### src/rtl/e1tx_pkg.sv
package e1tx_pkg;
  typedef struct packed {
    logic spare;
    logic ts0_pass;
    logic ts16_reg;
    logic all_ones;
    logic si_reg;
    logic sig_ones;
    logic sync_mf;
    logic sync_drive;
  } ctl_t;
endpackage

### src/rtl/e1tx_counters.sv
module e1tx_counters #(
  parameter int FRAME_BITS = 256,
  parameter int MF_LEN     = 16,
  localparam int POS_W     = $clog2(FRAME_BITS),
  localparam int FRM_W     = $clog2(MF_LEN)
) (
  input  logic             clk,
  input  logic             rst_n,
  input  logic             sync_in,
  input  logic             sync_drive,
  input  logic             sync_mf,
  output logic [POS_W-1:0] pos,
  output logic [FRM_W-1:0] frm,
  output logic             sync_out
);
  localparam logic [POS_W-1:0] LAST_POS = POS_W'(FRAME_BITS - 1);
  localparam logic [FRM_W-1:0] LAST_FRM = FRM_W'(MF_LEN - 1);

  logic load;
  assign load = !sync_drive && sync_in;

  always_ff @(posedge clk) begin
    if (!rst_n) begin
      pos <= '0;
      frm <= '0;
    end else if (load) begin
      pos <= '0;
      frm <= sync_mf ? '0 : {frm[FRM_W-1:1], 1'b0};
    end else if (pos == LAST_POS) begin
      pos <= '0;
      frm <= (frm == LAST_FRM) ? '0 : frm + 1'b1;
    end else begin
      pos <= pos + 1'b1;
    end
  end

  assign sync_out = sync_drive && (pos == '0) && (!sync_mf || frm == '0);


  sync_load_chk: assert property (@(posedge clk) disable iff (!rst_n)
    (!sync_drive && sync_in) |=> (pos == '0));

  mf_load_chk: assert property (@(posedge clk) disable iff (!rst_n)
    (!sync_drive && sync_in && sync_mf) |=> (frm == '0));

  frm_hold_chk: assert property (@(posedge clk) disable iff (!rst_n)
    (pos != LAST_POS && !(!sync_drive && sync_in)) |=> $stable(frm));
endmodule

### src/rtl/e1tx_regbank.sv
module e1tx_regbank #(
  parameter int N_SIG  = 16,
  parameter int ADDR_W = 5,
  parameter int WORD_W = 8
) (
  input  logic              clk,
  input  logic              rst_n,
  input  logic              wr_en,
  input  logic [ADDR_W-1:0] wr_addr,
  input  logic [WORD_W-1:0] wr_data,
  output logic [WORD_W-1:0] sig_regs [N_SIG],
  output logic [WORD_W-1:0] align_w,
  output logic [WORD_W-1:0] nalign_w
);
  localparam logic [ADDR_W-1:0] ALIGN_ADDR  = ADDR_W'(N_SIG);
  localparam logic [ADDR_W-1:0] NALIGN_ADDR = ADDR_W'(N_SIG + 1);

  for (genvar g = 0; g < N_SIG; g++) begin : g_sig
    always_ff @(posedge clk) begin
      if (!rst_n) sig_regs[g] <= '0;
      else if (wr_en && wr_addr == ADDR_W'(g)) sig_regs[g] <= wr_data;
    end
  end

  always_ff @(posedge clk) begin
    if (!rst_n) begin
      align_w  <= WORD_W'(8'h1B);
      nalign_w <= '0;
    end else if (wr_en) begin
      if (wr_addr == ALIGN_ADDR)  align_w  <= wr_data;
      if (wr_addr == NALIGN_ADDR) nalign_w <= wr_data;
    end
  end


  unmapped_wr_chk: assert property (@(posedge clk) disable iff (!rst_n)
    (wr_en && wr_addr > NALIGN_ADDR) |=> ($stable(align_w) && $stable(nalign_w)));
endmodule

### src/rtl/e1tx_bitsel.sv
module e1tx_bitsel #(
  parameter int TS_W    = 8,
  parameter int N_TS    = 32,
  parameter int SIG_TS  = 16,
  localparam int BIT_W  = $clog2(TS_W),
  localparam int TSI_W  = $clog2(N_TS),
  localparam int POS_W  = BIT_W + TSI_W
) (
  input  logic             clk,
  input  logic             rst_n,
  input  logic             ts0_pass,
  input  logic             ts16_reg,
  input  logic             all_ones,
  input  logic             si_reg,
  input  logic             sig_ones,
  input  logic             odd_frame,
  input  logic [POS_W-1:0] pos,
  input  logic             ser_in,
  input  logic [TS_W-1:0]  sig_byte,
  input  logic [TS_W-1:0]  align_w,
  input  logic [TS_W-1:0]  nalign_w,
  output logic             tx_bit
);
  logic [TSI_W-1:0] ts;
  logic [BIT_W-1:0] bsel, idx;
  logic             nxt;

  assign ts   = pos[POS_W-1:BIT_W];
  assign bsel = pos[BIT_W-1:0];
  assign idx  = BIT_W'(TS_W - 1) - bsel;

  always_comb begin
    nxt = ser_in;
    if (all_ones) begin
      nxt = 1'b1;
    end else if (ts == '0) begin
      if (ts0_pass)            nxt = ser_in;
      else if (bsel == '0)     nxt = si_reg ? (odd_frame ? nalign_w[idx] : align_w[idx]) : ser_in;
      else if (!odd_frame)     nxt = align_w[idx];
      else if (bsel == BIT_W'(1)) nxt = 1'b1;
      else                     nxt = nalign_w[idx];
    end else if (ts == TSI_W'(SIG_TS)) begin
      nxt = sig_ones ? 1'b1 : (ts16_reg ? sig_byte[idx] : ser_in);
    end
  end

  always_ff @(posedge clk) begin
    if (!rst_n) tx_bit <= 1'b0;
    else        tx_bit <= nxt;
  end


  all_ones_chk: assert property (@(posedge clk) disable iff (!rst_n)
    all_ones |=> tx_bit);

  sig_ones_chk: assert property (@(posedge clk) disable iff (!rst_n)
    (sig_ones && ts == TSI_W'(SIG_TS)) |=> tx_bit);

  pass_copy_chk: assert property (@(posedge clk) disable iff (!rst_n)
    (ts0_pass && !all_ones && ts == '0) |=> (tx_bit == $past(ser_in)));

  odd_marker_chk: assert property (@(posedge clk) disable iff (!rst_n)
    (!ts0_pass && !all_ones && odd_frame && ts == '0 && bsel == BIT_W'(1)) |=> tx_bit);
endmodule

### src/rtl/e1tx_formatter.sv
module e1tx_formatter #(
  parameter int TS_W   = 8,
  parameter int N_TS   = 32,
  parameter int MF_LEN = 16,
  parameter int SIG_TS = 16,
  parameter int ADDR_W = 5,
  localparam int FRAME_BITS = TS_W * N_TS,
  localparam int POS_W      = $clog2(FRAME_BITS),
  localparam int FRM_W      = $clog2(MF_LEN)
) (
  input  logic              clk,
  input  logic              rst_n,
  input  logic [7:0]        ctrl,
  input  logic              ser_in,
  input  logic              sync_in,
  output logic              sync_out,
  input  logic              wr_en,
  input  logic [ADDR_W-1:0] wr_addr,
  input  logic [TS_W-1:0]   wr_data,
  output logic              tx_bit
);
  import e1tx_pkg::*;

  ctl_t             ctl;
  logic             unused_spare;
  logic [POS_W-1:0] pos;
  logic [FRM_W-1:0] frm;
  logic [TS_W-1:0]  sig_regs [MF_LEN];
  logic [TS_W-1:0]  align_w, nalign_w;

  assign ctl          = ctl_t'(ctrl);
  assign unused_spare = ctl.spare;

  e1tx_counters #(.FRAME_BITS(FRAME_BITS), .MF_LEN(MF_LEN)) i_cnt (
    .clk, .rst_n, .sync_in,
    .sync_drive(ctl.sync_drive), .sync_mf(ctl.sync_mf),
    .pos, .frm, .sync_out
  );

  e1tx_regbank #(.N_SIG(MF_LEN), .ADDR_W(ADDR_W), .WORD_W(TS_W)) i_regs (
    .clk, .rst_n, .wr_en, .wr_addr, .wr_data,
    .sig_regs, .align_w, .nalign_w
  );

  e1tx_bitsel #(.TS_W(TS_W), .N_TS(N_TS), .SIG_TS(SIG_TS)) i_sel (
    .clk, .rst_n,
    .ts0_pass(ctl.ts0_pass), .ts16_reg(ctl.ts16_reg), .all_ones(ctl.all_ones),
    .si_reg(ctl.si_reg), .sig_ones(ctl.sig_ones), .odd_frame(frm[0]),
    .pos, .ser_in, .sig_byte(sig_regs[frm]), .align_w, .nalign_w, .tx_bit
  );


  sync_quiet_chk: assert property (@(posedge clk) disable iff (!rst_n)
    !ctl.sync_drive |-> !sync_out);
endmodule

### config.mk
export PLATFORM = sky130hd
export DESIGN_NAME = e1tx_formatter
export DESIGN_NICKNAME = d
export VERILOG_FILES = /design/src/rtl/e1tx_pkg.sv /design/src/rtl/e1tx_counters.sv /design/src/rtl/e1tx_regbank.sv /design/src/rtl/e1tx_bitsel.sv /design/src/rtl/e1tx_formatter.sv
export SDC_FILE = /design/constraint.sdc
export NUM_CORES = 1
export LEC_CHECK = 0
export ABC_CLOCK_PERIOD_IN_PS = 2400
export BUFFER_PORTS_ARGS = -buffer_cell sky130_fd_sc_hd__buf_4
export CAP_MARGIN = 20
export CORE_MARGIN = 10
export CORE_UTILIZATION = 58
export CTS_BUF_LIST = sky130_fd_sc_hd__clkbuf_8
export DETAILED_ROUTE_END_ITERATION = 12
export GPL_TIMING_DRIVEN = 0
export PLACE_DENSITY = 0.88
export SYNTH_ARGS = -nofsm -noshare
export SYNTH_HDL_FRONTEND = slang
export SYNTH_SLANG_ARGS = --single-unit
export TNS_END_PERCENT = 20
### constraint.sdc
create_clock -name clk -period 2.4 [get_ports clk]
set_clock_uncertainty 0.2 [all_clocks]
set_input_delay 0.24 -clock clk [delete_from_list [all_inputs] [get_ports clk]]
set_output_delay 0.24 -clock clk [all_outputs]
set_load 0.05 [all_outputs]
==> metrics.yaml <==
antenna_found_initial: 0
ys_seq_area_share_pct: 41.7
max_cap_viol_count: 0
p_int_mw: 3.75
syn_inst: 766
drc_errors: 0
root_buffer: "clkbuf_8"
grt_pass1_wl_mm: 34.0
synth_ff_type: "dfxtp_1"
vias: 6323
die_y_um: 134
synth_top_area_share_pct: 41.7
p_sw_share_pct: 24.9
design_area_um2: 8650
rsz0062_at_grt: "yes"
critPathMaxFanout: 5
h-tree-depth: 4
crit_path_end_kind: "register"
ioPinCount: 28
area.growth.synth_to_final_pct: 14.9
io_buffers: 15
totalWireLength_mm: 22.2
final_hold_viol_count: 0
chipWidth_um: 134
cts_tree: "done"
required_ns: 2.55
synth_nets: 797
p_leak_nw: 3.01
row_count: 41
synthTopCellsByArea: "dfxtp_1 (42%), mux2i_1 (14%), mux4_2 (9.0%)"
hold_path.class: "in2reg"
powerDensity_nw_per_um2: 577
r2r_cells: 7
status: "finished, violations left"
gp_congestion: 0.940
ys_ff_latch: 157
ir_drop_mv: 0.386
antenna_left: 0
nFillCells: 935
violations: "setup timing"
crit_path_frequent_cell: "mux4_2"
tightest_slew_ns: 0.996
coreArea_um2: 12700
hpwlAfterDp_mm: 14.4
max_freq_mhz: 389
slew_headroom_pct: 33.2
yosys.area.top_type: "dfxtp_1"
syn_area_um2: 7530
layout_common_cells: "dfxtp_1 (153), nor2b_1 (100), mux2i_1 (100), nand2_1 (84), nand3_1 (68)"
synth_cell_type_count: 46
slew_violations: 0
cts_sinks: 157
grt.overflow.total: 0
combPwrFrac_pct: 7.4
post_dp_cell_area_um2: 7860
yosys_warnings: 0
min_period_over_period_pct: 107
pwr-share-clk_pct: 39.8
grt_pass1_vias: 6202
regArea_um2: 3160
worstPathArrival_ns: 2.72
max_stage_delay_ns: 0.54
multiInputGateArea_um2: 4210
cts_buffers: 17
setup-violations-final: 1
final_common_cell: "dfxtp_1"
netSwitchingPower_mw: 1.24
fin_ws_ns: -0.172
grt_start_max_net_pins: 17
finalCriticalPeriod_ns: 2.57
nets: 846
cts_buffer_depth: 2
drive_gt1_share_pct: 15.5
async_flop_share_pct: 0
final_core_util_pct: 68.3
holdPathStages: 2
avgSynthCellArea_um2: 9.83
cp_slowest_cell: "mux4_2"
diodes: 0
routedWlPerCell_um: 22.2
synth-edff-count: 0
dieArea_um2: 17900
crit_path_start_kind: "register"
grt_use_total_pct: 24.3
worstPathCellList: "buf_6, buf_12, mux4_2, mux4_2, o211a_4, nor4_4, o32ai_2"
drt-initial-drc-count: 953
worstSkewPairLatency_ns: 0.47
pwr-share-seq_pct: 52.8
path_clk_slew_ns: 0.08
via_per_inst: 6.32
criticalPathCategory: "reg2reg"
first_pass_iters: 5
start_util_pct: 59.4
[kinds of logic after synthesis]
logic type                 after synthesis  share of synthesized area (%)
muxes                                  136                           23.1
adders and majority gates                5                          0.831
buffers and inverters                   71                           3.90
and+or+nand+nor                        293                           20.1
xor gates and xnor gates                 6                          0.698
DFF                                    157                           41.7
AOI/OAI and AO/OA                       98                           9.62
[power by group through the flow]
stage	clock network, mW	registers [mW]	logic (mW)
6_report	1.99	2.64	0.370
3_5_place_dp	0	2.70	0.335
4_1_cts	1.97	2.64	0.350
2_1_floorplan	0	2.70	0.216
3_3_place_gp	0	2.70	0.331
5_1_grt	2.07	2.64	0.390
[metrics by stage]
step | setup TNS, ns | power (mW) | hold slack [ns] | setup WS, ns | instances
2_1_floorplan | 0 | 2.92 | 0.207 | 0.0119 | 766
4_1_cts | -0.155 | 4.96 | 0.00850 | -0.0906 | 1000
5_1_grt | -0.240 | 5.10 | 0.0427 | -0.195 | 1000
3_5_place_dp | -3.60 | 3.04 | 0.258 | -0.495 | 953
3_3_place_gp | -3.47 | 3.03 | 0.248 | -0.514 | 953
6_report | -0.172 | 4.99 | 0.0279 | -0.172 | 1000
[critical path: cells and delay by family, from the launching register on]
kind            cells  cell delay [ns]
mux                 2             1.05
buf+inv             2             0.21
flops               1             0.41
simple gates        1             0.18
compound gates      2             0.39
[state kept, by name, summed over array words and instances (netlist names)]
signal,cells
i_sel.tx_bit,1
i_regs.nalign_w,8
i_regs.align_w,8
i_cnt.frm,4
i_regs.sig_regs,128
i_cnt.pos,8
[what timing repair did]
action | CTS | global route
pin swaps | 8 | 5
setup endpoints to repair | 3 | 2
gates cloned | 2 | 0
resized for setup | 42 | 21
hold buffers | 6 | 0
hold endpoints to repair | 26 | 0
setup buffers | 7 | 1
[metal layers]
metal	track usage, %	part of all wire (%)	vias up
met5	0	0	-
met4	13.4	4.6	0
met3	6.16	8.8	81
met2	38.3	46	365
met1	29.7	40	3083
li1	-	-	2794
[path summary, 6_finish.rpt]
path / startpoint / endpoint / slack, ns
max: i_cnt.frm[0] / i_sel.tx_bit / -0.17
max reg2reg: i_cnt.frm[0] / i_sel.tx_bit / -0.17
min: rst_n / i_regs.sig_regs[119] / 0.03
min reg2reg: i_regs.sig_regs[47] / i_regs.sig_regs[47] / 0.27
[cells in the mapped netlist (5+ instances only)]
library cell / n
nand3_1: 68
mux2i_1: 102
clkbuf_1: 52
a22oi_1: 8
nand4_1: 5
ha_1: 5
mux4_2: 30
a21oi_1: 7
a31oi_1: 5
nor2_1: 18
inv_1: 5
buf_2: 7
nor2b_1: 101
dfxtp_1: 157
nand2_1: 84
a21boi_0: 58
[cell type report]
| type | count | area share, % |
|---|---|---|
| clock inverter | 12 | 1.37 |
| inverter | 5 | 0.217 |
| clock buffer | 20 | 3.18 |
| timing repair buffer | 30 | 3.47 |
| sequential | 157 | 36.5 |
| buffer | 66 | 4.15 |
| multi-input combinational | 538 | 48.7 |
| tap | 172 | 2.49 |
Note: power is estimated with default switching activity, not from simulation.
